===== src/rtl/devctl_pkg.sv =====
package devctl_pkg;

    // Word addresses of the register bank
    localparam int REG_CTRL_A = 0;
    localparam int REG_LOCK_A = 1;
    localparam int REG_CTRL_B = 2;
    localparam int REG_KICK0  = 3;
    localparam int REG_KICK1  = 4;
    localparam int REG_STATUS = 5;
    localparam int REG_RST    = 6;

    typedef enum logic {
        LK_SHUT,
        LK_OPEN
    } lock_state_e;

    typedef enum logic [1:0] {
        KK_LOCKED,
        KK_HAVE0,
        KK_HAVE1,
        KK_OPEN
    } kick_state_e;

    typedef enum logic {
        ST_IDLE,
        ST_SETTLE
    } settle_state_e;

endpackage


===== src/rtl/devctl_keylock.sv =====
// Single-key lock that reopens on a key write and closes after RELOCK edges
module devctl_keylock
    import devctl_pkg::*;
#(
    parameter int                DATA_W = 32,
    parameter logic [DATA_W-1:0] KEY    = 32'h8A3C_51E7,
    parameter int                RELOCK = 4
) (
    input  logic              clk,
    input  logic              rst_n,
    input  logic              key_wr,
    input  logic [DATA_W-1:0] key_data,
    output logic              is_open
);
    localparam int CW = (RELOCK > 1) ? $clog2(RELOCK) : 1;

    lock_state_e st_q, st_d;
    logic [CW-1:0] cnt_q, cnt_d;

    always_comb begin
        st_d  = st_q;
        cnt_d = cnt_q;
        if (key_wr) begin
            if (key_data == KEY) begin
                st_d  = LK_OPEN;
                cnt_d = CW'(RELOCK - 1);
            end else begin
                st_d  = LK_SHUT;
                cnt_d = '0;
            end
        end else begin
            unique case (st_q)
                LK_SHUT: begin
                    cnt_d = '0;
                end
                LK_OPEN: begin
                    if (cnt_q == '0) begin
                        st_d = LK_SHUT;
                    end else begin
                        cnt_d = cnt_q - 1'b1;
                    end
                end
            endcase
        end
    end

    always_ff @(posedge clk) begin
        if (!rst_n) begin
            st_q  <= LK_SHUT;
            cnt_q <= '0;
        end else begin
            st_q  <= st_d;
            cnt_q <= cnt_d;
        end
    end

    always_comb begin
        is_open = (st_q == LK_OPEN);
    end

endmodule


===== src/rtl/devctl_kick.sv =====
// Two-register kick unlock
module devctl_kick
    import devctl_pkg::*;
#(
    parameter int                DATA_W = 32,
    parameter logic [DATA_W-1:0] KEY0   = 32'h1357_9BDF,
    parameter logic [DATA_W-1:0] KEY1   = 32'h2468_ACE0
) (
    input  logic              clk,
    input  logic              rst_n,
    input  logic              wr0,
    input  logic              wr1,
    input  logic [DATA_W-1:0] wdata,
    output logic              is_open,
    output logic              held0,
    output logic              held1
);
    kick_state_e st_q, st_d;
    logic h0, h1;

    always_comb begin
        h0 = (st_q == KK_HAVE0) || (st_q == KK_OPEN);
        h1 = (st_q == KK_HAVE1) || (st_q == KK_OPEN);
        if (wr0) h0 = (wdata == KEY0);
        if (wr1) h1 = (wdata == KEY1);
        unique case ({h1, h0})
            2'b00: st_d = KK_LOCKED;
            2'b01: st_d = KK_HAVE0;
            2'b10: st_d = KK_HAVE1;
            2'b11: st_d = KK_OPEN;
        endcase
    end

    always_ff @(posedge clk) begin
        if (!rst_n) st_q <= KK_LOCKED;
        else        st_q <= st_d;
    end

    always_comb begin
        is_open = 1'b0;
        held0   = 1'b0;
        held1   = 1'b0;
        unique case (st_q)
            KK_LOCKED: ;
            KK_HAVE0:  held0 = 1'b1;
            KK_HAVE1:  held1 = 1'b1;
            KK_OPEN: begin
                held0   = 1'b1;
                held1   = 1'b1;
                is_open = 1'b1;
            end
        endcase
    end

endmodule


===== src/rtl/devctl_settle.sv =====
// Per-device status tracker: publishes the control state after LAT+1 edges
module devctl_settle
    import devctl_pkg::*;
#(
    parameter int LAT = 8
) (
    input  logic clk,
    input  logic rst_n,
    input  logic want,
    output logic stat
);
    localparam int CW = (LAT > 1) ? $clog2(LAT) : 1;

    settle_state_e st_q, st_d;
    logic [CW-1:0] cnt_q, cnt_d;
    logic          tgt_q, tgt_d;
    logic          stat_q, stat_d;

    always_comb begin
        st_d   = st_q;
        cnt_d  = cnt_q;
        tgt_d  = tgt_q;
        stat_d = stat_q;
        unique case (st_q)
            ST_IDLE: begin
                if (want != stat_q) begin
                    st_d  = ST_SETTLE;
                    cnt_d = CW'(LAT - 1);
                    tgt_d = want;
                end
            end
            ST_SETTLE: begin
                if (want != tgt_q) begin
                    tgt_d = want;
                    cnt_d = CW'(LAT - 1);
                    if (want == stat_q) st_d = ST_IDLE;
                end else if (cnt_q == '0) begin
                    stat_d = tgt_q;
                    st_d   = ST_IDLE;
                end else begin
                    cnt_d = cnt_q - 1'b1;
                end
            end
        endcase
    end

    always_ff @(posedge clk) begin
        if (!rst_n) begin
            st_q   <= ST_IDLE;
            cnt_q  <= '0;
            tgt_q  <= 1'b0;
            stat_q <= 1'b0;
        end else begin
            st_q   <= st_d;
            cnt_q  <= cnt_d;
            tgt_q  <= tgt_d;
            stat_q <= stat_d;
        end
    end

    always_comb begin
        stat = stat_q;
    end

endmodule


===== src/rtl/devctl_guard.sv =====
module devctl_guard
    import devctl_pkg::*;
#(
    parameter int                ADDR_W    = 3,
    parameter int                DATA_W    = 32,
    parameter int                NUM_A     = 4,
    parameter int                WA        = 2,
    parameter int                LSB_A     = 0,
    parameter logic [WA-1:0]     EN_A      = 2'b11,
    parameter logic [WA-1:0]     DIS_A     = 2'b01,
    parameter int                NUM_B     = 4,
    parameter int                WB        = 1,
    parameter int                LSB_B     = 4,
    parameter logic [WB-1:0]     EN_B      = 1'b1,
    parameter logic [WB-1:0]     DIS_B     = 1'b0,
    parameter int                NUM_RST   = 2,
    parameter int                RELOCK    = 4,
    parameter int                LAT       = 8,
    parameter logic [DATA_W-1:0] LOCK_KEY  = 32'h8A3C_51E7,
    parameter logic [DATA_W-1:0] KICK_KEY0 = 32'h1357_9BDF,
    parameter logic [DATA_W-1:0] KICK_KEY1 = 32'h2468_ACE0
) (
    input  logic                     clk,
    input  logic                     rst_n,
    input  logic [ADDR_W-1:0]        bus_addr,
    input  logic                     bus_we,
    input  logic [DATA_W-1:0]        bus_wdata,
    output logic [DATA_W-1:0]        bus_rdata,
    output logic [NUM_A+NUM_B-1:0]   dev_en,
    output logic [NUM_RST-1:0]       rmii_rst
);
    localparam int NUM_DEV = NUM_A + NUM_B;
    localparam int A_BITS  = NUM_A * WA;
    localparam int B_BITS  = NUM_B * WB;

    logic wr_ctrl_a, wr_lock, wr_ctrl_b, wr_kick0, wr_kick1, wr_rst;
    logic lock_open, kick_open, kick_h0, kick_h1;

    logic [A_BITS-1:0]  ctrl_a_q, ctrl_a_d;
    logic [B_BITS-1:0]  ctrl_b_q, ctrl_b_d;
    logic [NUM_RST-1:0] rst_q, rst_d;
    logic [NUM_DEV-1:0] stat_vec;

    always_comb begin
        wr_ctrl_a = bus_we && (bus_addr == ADDR_W'(REG_CTRL_A));
        wr_lock   = bus_we && (bus_addr == ADDR_W'(REG_LOCK_A));
        wr_ctrl_b = bus_we && (bus_addr == ADDR_W'(REG_CTRL_B));
        wr_kick0  = bus_we && (bus_addr == ADDR_W'(REG_KICK0));
        wr_kick1  = bus_we && (bus_addr == ADDR_W'(REG_KICK1));
        wr_rst    = bus_we && (bus_addr == ADDR_W'(REG_RST));
    end

    devctl_keylock #(
        .DATA_W (DATA_W),
        .KEY    (LOCK_KEY),
        .RELOCK (RELOCK)
    ) u_lock (
        .clk      (clk),
        .rst_n    (rst_n),
        .key_wr   (wr_lock),
        .key_data (bus_wdata),
        .is_open  (lock_open)
    );

    devctl_kick #(
        .DATA_W (DATA_W),
        .KEY0   (KICK_KEY0),
        .KEY1   (KICK_KEY1)
    ) u_kick (
        .clk     (clk),
        .rst_n   (rst_n),
        .wr0     (wr_kick0),
        .wr1     (wr_kick1),
        .wdata   (bus_wdata),
        .is_open (kick_open),
        .held0   (kick_h0),
        .held1   (kick_h1)
    );

    // Group A: freely rewritable fields, lock-protected
    always_comb begin
        ctrl_a_d = ctrl_a_q;
        if (wr_ctrl_a && lock_open) ctrl_a_d = bus_wdata[LSB_A +: A_BITS];
    end

    // Group B: enable-only fields, kick-protected
    for (genvar j = 0; j < NUM_B; j++) begin : g_fld_b
        assign ctrl_b_d[j*WB +: WB] =
            (wr_ctrl_b && kick_open && (ctrl_b_q[j*WB +: WB] != EN_B))
                ? bus_wdata[LSB_B + j*WB +: WB]
                : ctrl_b_q[j*WB +: WB];
    end

    // RMII reset mask, kick-protected
    always_comb begin
        rst_d = rst_q;
        if (wr_rst && kick_open) rst_d = bus_wdata[NUM_RST-1:0];
    end

    always_ff @(posedge clk) begin
        if (!rst_n) begin
            ctrl_a_q <= {NUM_A{DIS_A}};
            ctrl_b_q <= {NUM_B{DIS_B}};
            rst_q    <= '0;
        end else begin
            ctrl_a_q <= ctrl_a_d;
            ctrl_b_q <= ctrl_b_d;
            rst_q    <= rst_d;
        end
    end

    for (genvar d = 0; d < NUM_A; d++) begin : g_en_a
        assign dev_en[d] = (ctrl_a_q[d*WA +: WA] == EN_A);
    end

    for (genvar j = 0; j < NUM_B; j++) begin : g_en_b
        assign dev_en[NUM_A + j] = (ctrl_b_q[j*WB +: WB] == EN_B);
    end

    for (genvar d = 0; d < NUM_DEV; d++) begin : g_settle
        devctl_settle #(
            .LAT (LAT)
        ) u_settle (
            .clk   (clk),
            .rst_n (rst_n),
            .want  (dev_en[d]),
            .stat  (stat_vec[d])
        );
    end

    assign rmii_rst = rst_q;

    // Register read mux (R11 for lock and kick flags)
    always_comb begin
        bus_rdata = '0;
        case (bus_addr)
            ADDR_W'(REG_CTRL_A): bus_rdata = DATA_W'(ctrl_a_q) << LSB_A;
            ADDR_W'(REG_LOCK_A): bus_rdata = DATA_W'(lock_open);
            ADDR_W'(REG_CTRL_B): bus_rdata = DATA_W'(ctrl_b_q) << LSB_B;
            ADDR_W'(REG_KICK0):  bus_rdata = DATA_W'(kick_h0);
            ADDR_W'(REG_KICK1):  bus_rdata = DATA_W'(kick_h1);
            ADDR_W'(REG_STATUS): bus_rdata = DATA_W'(stat_vec);
            ADDR_W'(REG_RST):    bus_rdata = DATA_W'(rst_q);
            default:             bus_rdata = '0;
        endcase
    end

endmodule


===== config.mk =====
export PLATFORM = sky130hd
export DESIGN_NAME = devctl_guard
export DESIGN_NICKNAME = d
export VERILOG_FILES = /design/src/rtl/devctl_pkg.sv /design/src/rtl/devctl_keylock.sv /design/src/rtl/devctl_kick.sv /design/src/rtl/devctl_settle.sv /design/src/rtl/devctl_guard.sv
export SDC_FILE = /design/constraint.sdc
export NUM_CORES = 1
export LEC_CHECK = 0
export BUFFER_PORTS_ARGS = -buffer_cell sky130_fd_sc_hd__buf_2
export CAP_MARGIN = 25
export CORE_MARGIN = 2
export CORE_UTILIZATION = 45
export CTS_CLUSTER_SIZE = 28
export DETAILED_ROUTE_END_ITERATION = 7
export GPL_TIMING_DRIVEN = 0
export PLACE_DENSITY = 0.73
export SETUP_SLACK_MARGIN = 0.2
export SLEW_MARGIN = 20
export SYNTH_ARGS = -nofsm -noshare
export SYNTH_HDL_FRONTEND = slang
export SYNTH_SLANG_ARGS = --single-unit
export TNS_END_PERCENT = 1

===== constraint.sdc =====
create_clock -name clk -period 2.5 [get_ports clk]
set_input_delay 0.25 -clock clk [delete_from_list [all_inputs] [get_ports clk]]
set_output_delay 0.25 -clock clk [all_outputs]
set_load 0.02 [all_outputs]

-- Word level (Yosys, flattened, before mapping)
Index checks and enable logic that the tools add are counted.
- output and inout port bits: 42
- bits in registers: 67
- logic and storage cells: 302
- eq/ne operators: 68
- add/subtract/negate cells: 9
- bitwise gates (word level): 21
- reduce and logical (&&, ||, !) cells: 52
- muxes and demuxes: 111
- operator list (operator ; number):
    3-bit 2-to-1 mux ; 24
    1-bit 2-to-1 mux ; 57
    8-bit case mux with 7 select lines ; 1
    3-bit case mux with 2 select lines ; 8
    32-bit by 29-bit equality test with 1-bit output, second input constant ; 1
    32-bit by 30-bit equality test with 1-bit output, second input constant ; 1
    32-bit equality test, second input constant ; 1
    1-bit case mux with 2 select lines ; 16
    2-bit AND reduction ; 16
    3-bit zero test ; 9
    3-bit inequality test, second input constant ; 8
    3-bit AND reduction ; 8
    3-bit by 1-bit subtractor with 3-bit output, second input constant ; 8
    1-bit inverter ; 21
    2-bit equality test, second input constant ; 8
    1-bit inequality test ; 16
    2-bit by 1-bit inequality test with 1-bit output, second input constant ; 8
    2-bit inequality test, second input constant ; 8
    1-bit logical AND ; 13
    3-bit equality test, second input constant ; 3
    1-bit equality test ; 8
    2-bit case mux with 4 select lines ; 1
    3-bit by 2-bit equality test with 1-bit output, second input constant ; 2
    2-bit 2-to-1 mux ; 3
    other kinds (8) ; 12

-- Longest topological paths before layout
Gate-level depths: netlist (run 1).
- depth in word-level cells: 5
- mapped depth: 6

-- By module
Synthesis (run 1) repeated with hierarchy kept, for this count alone.
- cells, all modules: 507
- area, all modules: 4494.3 sq um
- modules (own cells, without submodules) (module ; sequential area each (sq um) ; area each (sq um) ; times used ; cells each):
    devctl_settle at g_settle[0].u_settle ... ; 120.1 ; 344.1 ; 5 ; 37
    devctl_settle at g_settle[5].u_settle ... ; 120.1 ; 410.4 ; 3 ; 46
    devctl_guard ; 280.3 ; 1037.2 ; 1 ; 125
    devctl_keylock ; 60.1 ; 252.7 ; 1 ; 30
    devctl_kick ; 40.0 ; 252.7 ; 1 ; 29

-- Worst setup path after synthesis (run 1)
No wires, ideal clock.
- path kind: input -> output
- start: input bus_addr[2]
- end: output bus_rdata[4]
- arrival time: 1.241 ns
- slack: 1.009 ns
- cell stages on the path: 3
- required time: 2.250 ns
- path through: clkbuf_1 or2_2 o21ai_0
- cells in the longest elaborated chain, start to end: 2
- elaborated cells on any way between the ends: 8
- those cells by class: eq/ne: 6; mux: 1; reduce/logical: 1
- ends and longest elaborated chain (element ; RTL line ; RTL):
    start, declared ; devctl_guard.sv:25 ; input logic [ADDR_W-1:0] bus_addr,
    3-bit equality test (tied with other cells) ; devctl_guard.sv:136 ; case (bus_addr)
    8-bit case mux with 7 select lines (*) ; devctl_guard.sv:136 ;
    end, declared ; devctl_guard.sv:28 ; output logic [DATA_W-1:0] bus_rdata,
Mark *: on every way between the ends. The rest lies on a longest branch, timed or not.

-- Worst setup path in the final report (run 1)
- start: register g_settle[0].u_settle.stat_q
- end: output bus_rdata[0]
- cells in the longest elaborated chain, start to end: 1
- ends and longest elaborated chain (element ; RTL line ; RTL):
    start, declared ; devctl_settle.sv:17 ; logic stat_q, stat_d;
    start signal, assigned ; devctl_settle.sv:57 ; stat_q <= stat_d;
    8-bit case mux with 7 select lines ; devctl_guard.sv:136 ;
Every way passes these cells.

==> results of run 1 <==
## worst register-to-register path, stage by stage (launching register included)
cell	delay [ns]
dfxtp_1	0.35
inv_1	0.07
ha_1	0.23
and4b_4	0.21
o32ai_4	0.31
a21oi_1	0.11
a311oi_1	0.25
## path summary, 6_finish.rpt
kind / depth (start not counted) / slack [ns] / to
max: 3 / 0.71 / bus_rdata[0]
min: 3 / 0.19 / rmii_rst[0]
max reg2reg: 6 / 0.87 / g_settle[4].u_settle.cnt_q[2]
min reg2reg: 1 / 0.48 / g_settle[2].u_settle.cnt_q[1]
## power by group
part / switching, mW / internal, mW
logic: 0.106 / 0.0708
registers: 0.00000000000232 / 1.07
clock network: 0.417 / 0.615
## stage by stage
step | setup slack (ns) | cell area (um2)
after floorplan | 1.009 | 4273
after global placement | 0.8185 | 4682
after detailed placement | 0.8188 | 4682
after CTS | 0.6885 | 4910
after global routing | 0.6614 | 4910
final | 0.7134 | 4910
## per-layer routing
metal  vias up  GRT usage, %  wire (um)
met5         -             0          0
met1      1734         24.18       4255
met4         0         9.273        144
li1       1892             -          -
met3         9         2.427        330
met2        81         32.78       4559
## cell families (layout without fill, tap and decap cells)
logic type               Yosys count  in the layout  share of synthesized area, %
AND/OR/NAND/NOR                  162            162                         22.09
flip-flops                        67             67                         32.04
XOR/XNOR                          13             13                         3.437
AO/OA/AOI/OAI                    135            135                         22.53
multiplexers                      18             18                         4.602
adder cells (fa/ha/maj)           17             17                         5.081
buffers and inverters             79            149                         10.13
other                              1             24                       0.08957
## cell type report
cell class                      count  area, um2
Inverter                           33      123.9
Multi-Input combinational cell    369       2507
Buffer                             46      300.3
Timing Repair Buffer               54      270.3
Clock inverter                      4      72.57
Clock buffer                       12      155.1
Sequential cell                    67       1341
Tap cell                          111      138.9
Fill cell                         870       4243
## layout by cell type (no fill, tap or decap), drive strengths merged, types with 5 or more instances in the layout
cell / synthesis / layout
buf: 38 / 92
xnor2: 12 / 12
conb: 1 / 24
inv: 33 / 33
nand4b: 11 / 11
ha: 17 / 17
o21bai: 5 / 5
o211a: 6 / 6
nor2b: 6 / 6
nand2: 31 / 31
clkbuf: 8 / 20
nand3b: 9 / 9
and2: 8 / 8
nand3: 12 / 12
dfxtp: 67 / 67
nor2: 42 / 42
a21oi: 36 / 36
mux2i: 17 / 17
nand2b: 11 / 11
nor3: 5 / 5
a22oi: 6 / 6
a311oi: 5 / 5
o21a: 13 / 13
a31oi: 7 / 7
o21ai: 29 / 29
## sequential cells by signal, summed over array words and instances (netlist names)
| signal | flops |
|---|---|
| rmii_rst | 2 |
| u_lock.is_open | 1 |
| g_settle.u_settle.tgt_q | 8 |
| u_kick.st_q | 2 |
| g_settle.u_settle.stat | 8 |
| ctrl_b_q | 4 |
| u_lock.cnt_q | 2 |
| g_settle.u_settle.cnt_q | 24 |
| ctrl_a_q | 8 |
| g_settle.u_settle.st_q | 8 |
==> Implementation_results.wiki, run 1 <==
{| class="wikitable"
! Metric !! Value
|-
| Mean post-synth cell area || 8.509 um2
|-
| Total power of the final layout || 2.276 mW
|-
| Cell count after synthesis || 492
|-
| Post-detailed-route wirelength per cell || 13.35 um
|-
| Number of pins with negative max-slew slack in the final report || 0
|-
| WP data arrival || 1.54 ns
|-
| Max stage delay cell, worst path || mux4_2
|-
| Wire length of the first global-routing pass || 15590 um
|-
| Area of the core || 9153 um2
|-
| Async set or reset register ratio after synthesis || 0%
|-
| Number of rows in the core area || 35
|-
| Power density over cell area || 463.5 nW/um2
|-
| Fraction of final layout cells with drive strength greater than 1 || 22.39%
|-
| Count of cell types in the netlist || 65
|-
| DIE HEIGHT || 100.5 um
|-
| Last weighted congestion value of the routability-driven placer || 0.8426
|-
| Time the worst path needs with I/O delays and setup || 1.787 ns
|-
| Synth cell count leaders || 67 x dfxtp_1, 41 x nor2_1, 36 x a21oi_1
|-
| CTS HTree Levels || 3
|-
| Buffer levels on the longest clock path || 2
|-
| Worst Hold Slack || 0.1895 ns
|-
| Total congestion overflow || 0
|-
| Buffers inserted during post-CTS setup optimization || 0
|-
| Global routing usage summed across all routing layers || 19.27%
|-
| Drt via density || 5.339
|-
| X dimension of the die || 100.5 um
|-
| Buffers & Inverters on Critical Path || 1
|-
| Initial antenna violation count || 0
|-
| Utilization after layout || 53.64%
|-
| Final worst-path cycle share || 71.47%
|-
| RSZ-0062 raised after global routing || false
|-
| Worst relative slew slack || 55.72%
|-
| PortBufs || 54
|-
| Worst slew pin tran || 0.6642 ns
|-
| Number of nets with antenna violations after detailed routing || 0
|-
| Summed instance area of the synthesized netlist || 4187 um2
|-
| Full die area || 10090 um2
|-
| Critical Path RT || 2.25 ns
|-
| Outcome || complete, no violations
|-
| Clock root buffer master || clkbuf_8
|-
| Largest driver fanout on the critical path || 7
|-
| Family with the most delay on the worst path || multiplexers
|-
| Source-to-sink clock delay at the later pin of the worst-skew pair || 0.34 ns
|-
| Final setup skew || 0.005315 ns
|-
| Number of warnings printed during yosys synthesis || 0
|-
| Final Hold Vio Count || 0
|-
| CTS Hold Bufs || 0
|-
| FF+latch count, synth || 67
|-
| Top-area cell type share of the netlist area || 32.04%
|-
| Top FF cell, synth || dfxtp_1
|-
| Min-delay worst type || primary input to flip-flop
|-
| F_max || 559.7 MHz
|-
| Sum of net half-perimeters after detailed placement || 6969 um
|-
| Count of clock tree sinks || 67
|-
| Share of synthesized area occupied by flip-flops and latches || 32.04%
|-
| Leak Pwr || 2.148 nW
|-
| Pin count of the biggest net entering global routing || 12
|-
| Via count of the first global-routing pass || 3458
|-
| Type of element launching the critical path || flip-flop
|-
| Pre-antenna DRT Iters || 4
|-
| Via count || 3716
|-
| DRC errors left || 0
|-
| Leading area contributor after synthesis || dfxtp_1
|-
| Number of endpoints failing setup at the final stage || 0
|-
| DP Cell Count || 680
|-
| Number of standard cells in the layout, taps in and fillers out || 696
|-
| Synth area leaders || dfxtp_1 32%, buf_4 5.7%, ha_1 5.1%, a21oi_1 4.3%, mux2i_1 4.1%
|-
| Crit path largest cell delay || 0.48 ns
|-
| Number of maximum-capacitance constraint violations || 0
|-
| Number of top-level design ports || 80
|-
| Number of buffers created by CTS || 9
|-
| Critical path class || flip-flop to output pin
|-
| Peak VDD IR || 0.2912 mV
|-
| TritonCTS clock tree || yes
|-
| Nets@finish || 635
|-
| Area added between synthesis and finish || 17.27%
|-
| Antenna fix cells || 0
|-
| Worst-path cell chain || mux4_2, o21a_1, buf_2
|-
| Reg-to-reg startpoint || g_settle[4].u_settle.cnt_q[0]
|-
| Starting DRC count in detailed routing || 158
|-
| EDFF count, synth || 0
|-
| First element of the critical path || g_settle[0].u_settle.stat
|-
| Effective utilization at floorplan || 45.74%
|-
| Element type at the critical path end || output pin
|-
| Setup tns final || 0 ns
|-
| Library cell with the highest instance count after synthesis || dfxtp_1
|-
| Source of the worst hold timing path || bus_wdata[0]
|-
| CTS-repair resized insts || 0
|-
| Detailed-route wire length || 9289 um
|-
| CTS clk-pin slew, worst paths || 0.07 ns
|}
No activity file was read; power rests on OpenSTA's default activity.
==> run 2: changes to the inputs <==
--- a/config.mk
+++ b/config.mk
@@ -12,7 +12,7 @@
 export CTS_CLUSTER_SIZE = 28
 export DETAILED_ROUTE_END_ITERATION = 7
 export GPL_TIMING_DRIVEN = 0
-export PLACE_DENSITY = 0.73
+export PLACE_DENSITY = 0.76
 export SETUP_SLACK_MARGIN = 0.2
 export SLEW_MARGIN = 20
 export SYNTH_ARGS = -nofsm -noshare
==> constraint.sdc (replaced) <==
create_clock -name clk -period 1.5 [get_ports clk]
set_input_delay 0.15 -clock clk [delete_from_list [all_inputs] [get_ports clk]]
set_output_delay 0.15 -clock clk [all_outputs]
set_load 0.02 [all_outputs]
==> Implementation_results.wiki, run 2 (synthesis results as in run 1) <==
{| class="wikitable"
! Metric !! Value
|-
| Outcome || finished, violations left
|-
| Violated checks || setup timing
|-
| Area of the core || 9153 um2
|-
| CTS Hold Bufs || 0
|-
| Number of rows in the core area || 35
|-
| Critical path class || flip-flop to output pin
|-
| PortBufs || 54
|-
| Setup tns final || -0.1436 ns
|-
| Internal reg-to-reg setup slack || 0.03 ns
|-
| WP data arrival || 1.49 ns
|-
| Source-to-sink clock delay at the later pin of the worst-skew pair || 0.34 ns
|-
| Number of cells traversed by the worst hold path || 3
|-
| Nets@finish || 636
|-
| Via count || 3798
|-
| Power density over cell area || 695.2 nW/um2
|-
| Via count of the first global-routing pass || 3524
|-
| Wire length of the first global-routing pass || 16470 um
|-
| Number of endpoints failing setup at the final stage || 1
|-
| Critical Path RT || 1.35 ns
|-
| Worst slew pin tran || 0.7136 ns
|-
| Full die area || 10090 um2
|-
| Worst relative slew slack || 52.43%
|-
| Antenna fix cells || 0
|-
| FF-to-FF path depth || 6
|-
| Final worst-path cycle share || 109.6%
|-
| CTS HTree Levels || 3
|-
| Global routing usage summed across all routing layers || 20.30%
|-
| Area added between synthesis and finish || 30.01%
|-
| Leak Pwr || 2.265 nW
|-
| Element type at the critical path end || output pin
|-
| Type of element launching the critical path || flip-flop
|-
| Utilization after layout || 59.47%
|-
| Worst Hold Path EP || ctrl_a_q[4]
|-
| Effective utilization at floorplan || 45.74%
|-
| DIE HEIGHT || 100.5 um
|-
| Register containing the most flip-flops in the final layout || g_settle.u_settle.cnt_q
|-
| Sum of net half-perimeters after detailed placement || 7201 um
|-
| Number of flip-flops in the largest register || 24
|-
| Last weighted congestion value of the routability-driven placer || 0.8314
|-
| Post-detailed-route wirelength per cell || 14.60 um
|-
| Fraction of final layout cells with drive strength greater than 1 || 38.05%
|-
| Largest driver fanout on the critical path || 2
|-
| TritonCTS clock tree || yes
|-
| F_max || 608.4 MHz
|-
| Final Hold Vio Count || 0
|-
| Clock root buffer master || clkbuf_8
|-
| Min-delay worst type || primary input to flip-flop
|-
| Reg-to-reg startpoint || g_settle[4].u_settle.cnt_q[0]
|-
| Crit path largest cell delay || 0.46 ns
|-
| Pin count of the biggest net entering global routing || 12
|-
| Number of buffers created by CTS || 9
|-
| Detailed-route wire length || 10170 um
|-
| X dimension of the die || 100.5 um
|-
| RSZ-0062 raised after global routing || true
|-
| Most common cell after layout, fill and taps aside || buf_2
|-
| Max stage delay cell, worst path || mux4_2
|-
| Buffers & Inverters on Critical Path || 1
|-
| Final setup skew || 0.009263 ns
|-
| Least setup slack across all paths after layout || -0.1436 ns
|-
| Source of the worst hold timing path || bus_wdata[4]
|-
| Number of maximum-capacitance constraint violations || 0
|-
| Time the worst path needs with I/O delays and setup || 1.644 ns
|-
| Buffer levels on the longest clock path || 2
|-
| Pre-antenna DRT Iters || 5
|-
| Commonest cells after routing, fill and taps aside || 47 x buf_2, 40 x nor2_1, 34 x buf_4, 34 x dfxtp_1, 32 x a21oi_1
|-
| Reg2Reg Capture Point || g_settle[4].u_settle.cnt_q[2]
|-
| Total congestion overflow || 0
|-
| Initial antenna violation count || 0
|-
| Number of top-level design ports || 80
|-
| Number of pins with negative max-slew slack in the final report || 0
|-
| Worst-path cell chain || mux4_2, o21a_1, buf_2
|-
| Drt via density || 5.449
|-
| Peak VDD IR || 0.4883 mV
|-
| Count of clock tree sinks || 67
|-
| DRC errors left || 0
|-
| Setup slack at placement || -0.07201 ns
|-
| Starting DRC count in detailed routing || 194
|-
| Worst Hold Slack || 0.08917 ns
|-
| Family with the most delay on the worst path || multiplexers
|-
| CTS clk-pin slew, worst paths || 0.07 ns
|-
| Total power of the final layout || 3.784 mW
|-
| Number of nets with antenna violations after detailed routing || 0
|}
[run 2: changes by cell type in the layout (fill, tap and decap cells not counted), sizes merged]
cell    delta
clkbuf     -1
buf        +2
inv        -1
clkinv     +1
[run 2: worst max-delay path by stage]
stage	slack, ns	cells after the start	from	end
2_1_floorplan	0.19	6	g_settle[7].u_settle.cnt_q[0]	g_settle[7].u_settle.cnt_q[2]
3_3_place_gp	-0.05	5	bus_addr[2]	bus_rdata[6]
3_5_place_dp	-0.07	5	bus_addr[2]	bus_rdata[6]
4_1_cts	-0.15	3	g_settle[0].u_settle.stat	bus_rdata[0]
5_1_grt	-0.19	3	g_settle[0].u_settle.stat	bus_rdata[0]
6_report	-0.14	3	g_settle[0].u_settle.stat	bus_rdata[0]
[run 2: metrics by stage]
stage	area, um2	std cells
4_1_cts	5149	697
3_5_place_dp	4720	680
6_report	5443	697
5_1_grt	5443	697
3_3_place_gp	4720	680
2_1_floorplan	4310	515
[run 2: power by group]
part	switching (mW)	internal, mW	leakage, nW
clock	0.689	1.03	0.113
sequential	0.00000000000402	1.76	0.556
combinational	0.188	0.126	1.60
[run 2: cell type report]
cell class / instances / area (um2)
inverters: 33 / 151.4
fillers: 781 / 3710
clock inverters: 4 / 72.57
plain buffers: 46 / 332.8
flip-flops and latches: 67 / 1413
multi-input cells: 369 / 2844
well taps: 111 / 138.9
clock buffers: 12 / 155.1
repair buffers: 55 / 335.3
[run 2: worst register-to-register path, stage by stage (launching register included)]
cell,delay (ns)
dfxtp_2,0.36
inv_2,0.06
ha_4,0.16
and4b_4,0.19
o32ai_4,0.27
a21oi_1,0.13
a311oi_1,0.22
[run 2: metal layers]
metal  routed length (um)  track usage (%)  vias up
li1                     -                -     1904
met1                 4447            25.57     1787
met2                 5072            35.00       97
met3                  533            5.270       10
met4                  119            4.426        0
met5                    0                0        -
[run 2: what timing repair did]
item | CTS | global route
setup endpoints to repair | 45 | 50
setup buffers | 1 | 0
pin swaps | 21 | 41
gates resized for setup | 78 | 77
==> run 3: changes to the inputs <==
--- a/config.mk
+++ b/config.mk
@@ -7,12 +7,12 @@
 export LEC_CHECK = 0
 export BUFFER_PORTS_ARGS = -buffer_cell sky130_fd_sc_hd__buf_2
 export CAP_MARGIN = 25
-export CORE_MARGIN = 2
-export CORE_UTILIZATION = 45
+export CORE_MARGIN = 5
+export CORE_UTILIZATION = 35
 export CTS_CLUSTER_SIZE = 28
 export DETAILED_ROUTE_END_ITERATION = 7
 export GPL_TIMING_DRIVEN = 0
-export PLACE_DENSITY = 0.76
+export PLACE_DENSITY = 0.63
 export SETUP_SLACK_MARGIN = 0.2
 export SLEW_MARGIN = 20
 export SYNTH_ARGS = -nofsm -noshare
==> Implementation_results.wiki, run 3 (synthesis results as in run 1) <==
{| class="wikitable"
! Metric !! Value
|-
| Psw || 0.9785 mW
|-
| Area added between synthesis and finish || 30.36%
|-
| Final std cell area, no fill || 5458 um2
|-
| TritonCTS clock tree || yes
|-
| Setup tns final || -0.1203 ns
|-
| Worst slew pin tran || 0.7226 ns
|-
| Pin count of the biggest net entering global routing || 12
|-
| Time the worst path needs with I/O delays and setup || 1.620 ns
|-
| DRC errors left || 0
|-
| Post-detailed-route wirelength per cell || 14.34 um
|-
| CTS HTree Levels || 3
|-
| Global routing usage summed across all routing layers || 14.50%
|-
| Power density over cell area || 745.9 nW/um2
|-
| Source of the worst hold timing path || bus_wdata[2]
|-
| Utilization after layout || 46.01%
|-
| Last weighted congestion value of the routability-driven placer || 0.8082
|-
| Antenna fix cells || 0
|-
| First element of the critical path || g_settle[0].u_settle.stat
|-
| Number of cells traversed by the worst hold path || 3
|-
| Most common cell after layout, fill and taps aside || buf_2
|-
| Least setup slack across all paths after layout || -0.1203 ns
|-
| Number of buffers created by CTS || 9
|-
| Full die area || 14250 um2
|-
| Fraction of power consumed by combinational cells || 8.0%
|-
| CTS clk-pin slew, worst paths || 0.06 ns
|-
| Number of standard cells in the layout, taps in and fillers out || 733
|-
| X dimension of the die || 119.4 um
|-
| Pre-antenna DRT Iters || 4
|-
| Instance area at placement || 4765 um2
|-
| Type of element launching the critical path || flip-flop
|-
| Number of flip-flops in the largest register || 24
|-
| Number of nets with antenna violations after detailed routing || 0
|-
| Source-to-sink clock delay at the later pin of the worst-skew pair || 0.33 ns
|-
| Clock root buffer master || clkbuf_16
|-
| Critical path class || flip-flop to output pin
|-
| Worst relative slew slack || 51.82%
|-
| Nets@finish || 636
|-
| Peak VDD IR || 0.5698 mV
|-
| Via count || 3788
|-
| WP data arrival || 1.47 ns
|-
| Final setup skew || 0.008816 ns
|-
| Internal reg-to-reg setup slack || 0.04 ns
|-
| Number of endpoints failing setup at the final stage || 1
|-
| Number of rows in the core area || 40
|-
| Sequential Area || 1409 um2
|-
| Count of clock tree sinks || 67
|-
| Seq pwr share || 43.2%
|-
| Violated checks || setup timing
|-
| Wire length of the first global-routing pass || 16930 um
|-
| Final Hold Vio Count || 0
|-
| Area of the core || 11860 um2
|-
| Critical Path RT || 1.35 ns
|-
| F_max || 617.2 MHz
|-
| RSZ-0062 raised after global routing || true
|-
| Total power of the final layout || 4.071 mW
|-
| Worst Hold Slack || 0.08943 ns
|-
| Min-delay worst type || primary input to flip-flop
|-
| Reg-to-reg startpoint || g_settle[4].u_settle.cnt_q[0]
|-
| Via count of the first global-routing pass || 3591
|-
| FF-to-FF path depth || 6
|-
| Setup slack at placement || -0.06028 ns
|-
| Fillers || 1159
|-
| Sw frac || 24.04%
|-
| Buffer levels on the longest clock path || 2
|-
| Multi-input gate area || 2778 um2
|-
| Final worst-path cycle share || 108.0%
|-
| Fraction of final layout cells with drive strength greater than 1 || 36.18%
|-
| Drt via density || 5.168
|-
| Effective utilization at floorplan || 35.30%
|-
| Outcome || finished, violations left
|-
| Element type at the critical path end || output pin
|-
| Initial antenna violation count || 0
|-
| Total congestion overflow || 0
|-
| Clock network power share || 48.8%
|-
| Design internal power || 3.093 mW
|-
| Number of maximum-capacitance constraint violations || 0
|-
| PortBufs || 54
|-
| DP Cell Count || 716
|-
| Leak Pwr || 2.269 nW
|-
| Number of top-level design ports || 80
|-
| Detailed-route wire length || 10510 um
|-
| Sum of net half-perimeters after detailed placement || 7723 um
|-
| DIE HEIGHT || 119.4 um
|-
| Register containing the most flip-flops in the final layout || g_settle.u_settle.cnt_q
|-
| Number of pins with negative max-slew slack in the final report || 0
|-
| Starting DRC count in detailed routing || 134
|-
| Largest driver fanout on the critical path || 2
|-
| Commonest cells after routing, fill and taps aside || 45 x buf_2, 40 x nor2_1, 38 x buf_4, 35 x dfxtp_1, 31 x a21oi_1
|}
[run 3: cell count changes in the layout (fill, tap and decap cells not counted), sizes merged]
cell      change
bufinv        -2
clkinvlp      +1
inv           +1
[run 3: layout make-up]
cell class	count	area share [%]
repair buffers	55	6.121
flip-flops and latches	67	25.81
clock buffers	12	4.700
clock inverters	4	0.4585
well taps	147	3.370
inverters	33	2.591
multi-input cells	369	50.89
plain buffers	46	6.052
[run 3: final timing paths]
kind	end
setup / recovery	bus_rdata[0]
hold / removal	ctrl_a_q[2]
setup reg to reg	g_settle[4].u_settle.cnt_q[2]
hold reg to reg	g_settle[4].u_settle.cnt_q[0]
[run 3: what timing repair did]
item	4_1_cts	5_1_grt
buffers inserted	1	0
resized for setup	79	59
hold buffers	0	0
pin swaps	25	34
endpoints found under the setup margin	43	44
hold endpoints to repair	0	0
[run 3: power groups by stage]
stage / clock network (mW) / registers [mW] / logic, mW
2_1_floorplan: 0 / 1.82 / 0.189
6_report: 1.99 / 1.76 / 0.324
3_3_place_gp: 0 / 1.82 / 0.291
3_5_place_dp: 0 / 1.82 / 0.297
4_1_cts: 2.02 / 1.77 / 0.307
5_1_grt: 2.12 / 1.76 / 0.348
[run 3: layer usage]
layer	wire length, um	GRT usage, %	vias up	share of wire, %
met5	0	0	-	0
met4	148	3.937	0	1.4
met3	493	3.419	13	4.7
met2	5332	25.89	79	51
met1	4539	17.34	1798	43
li1	-	-	1898	-
[run 3: critical path: stages, from the launching register on]
cell	delay (ns)
dfxtp_4	0.35
mux4_2	0.46
o21a_1	0.21
buf_6	0.13
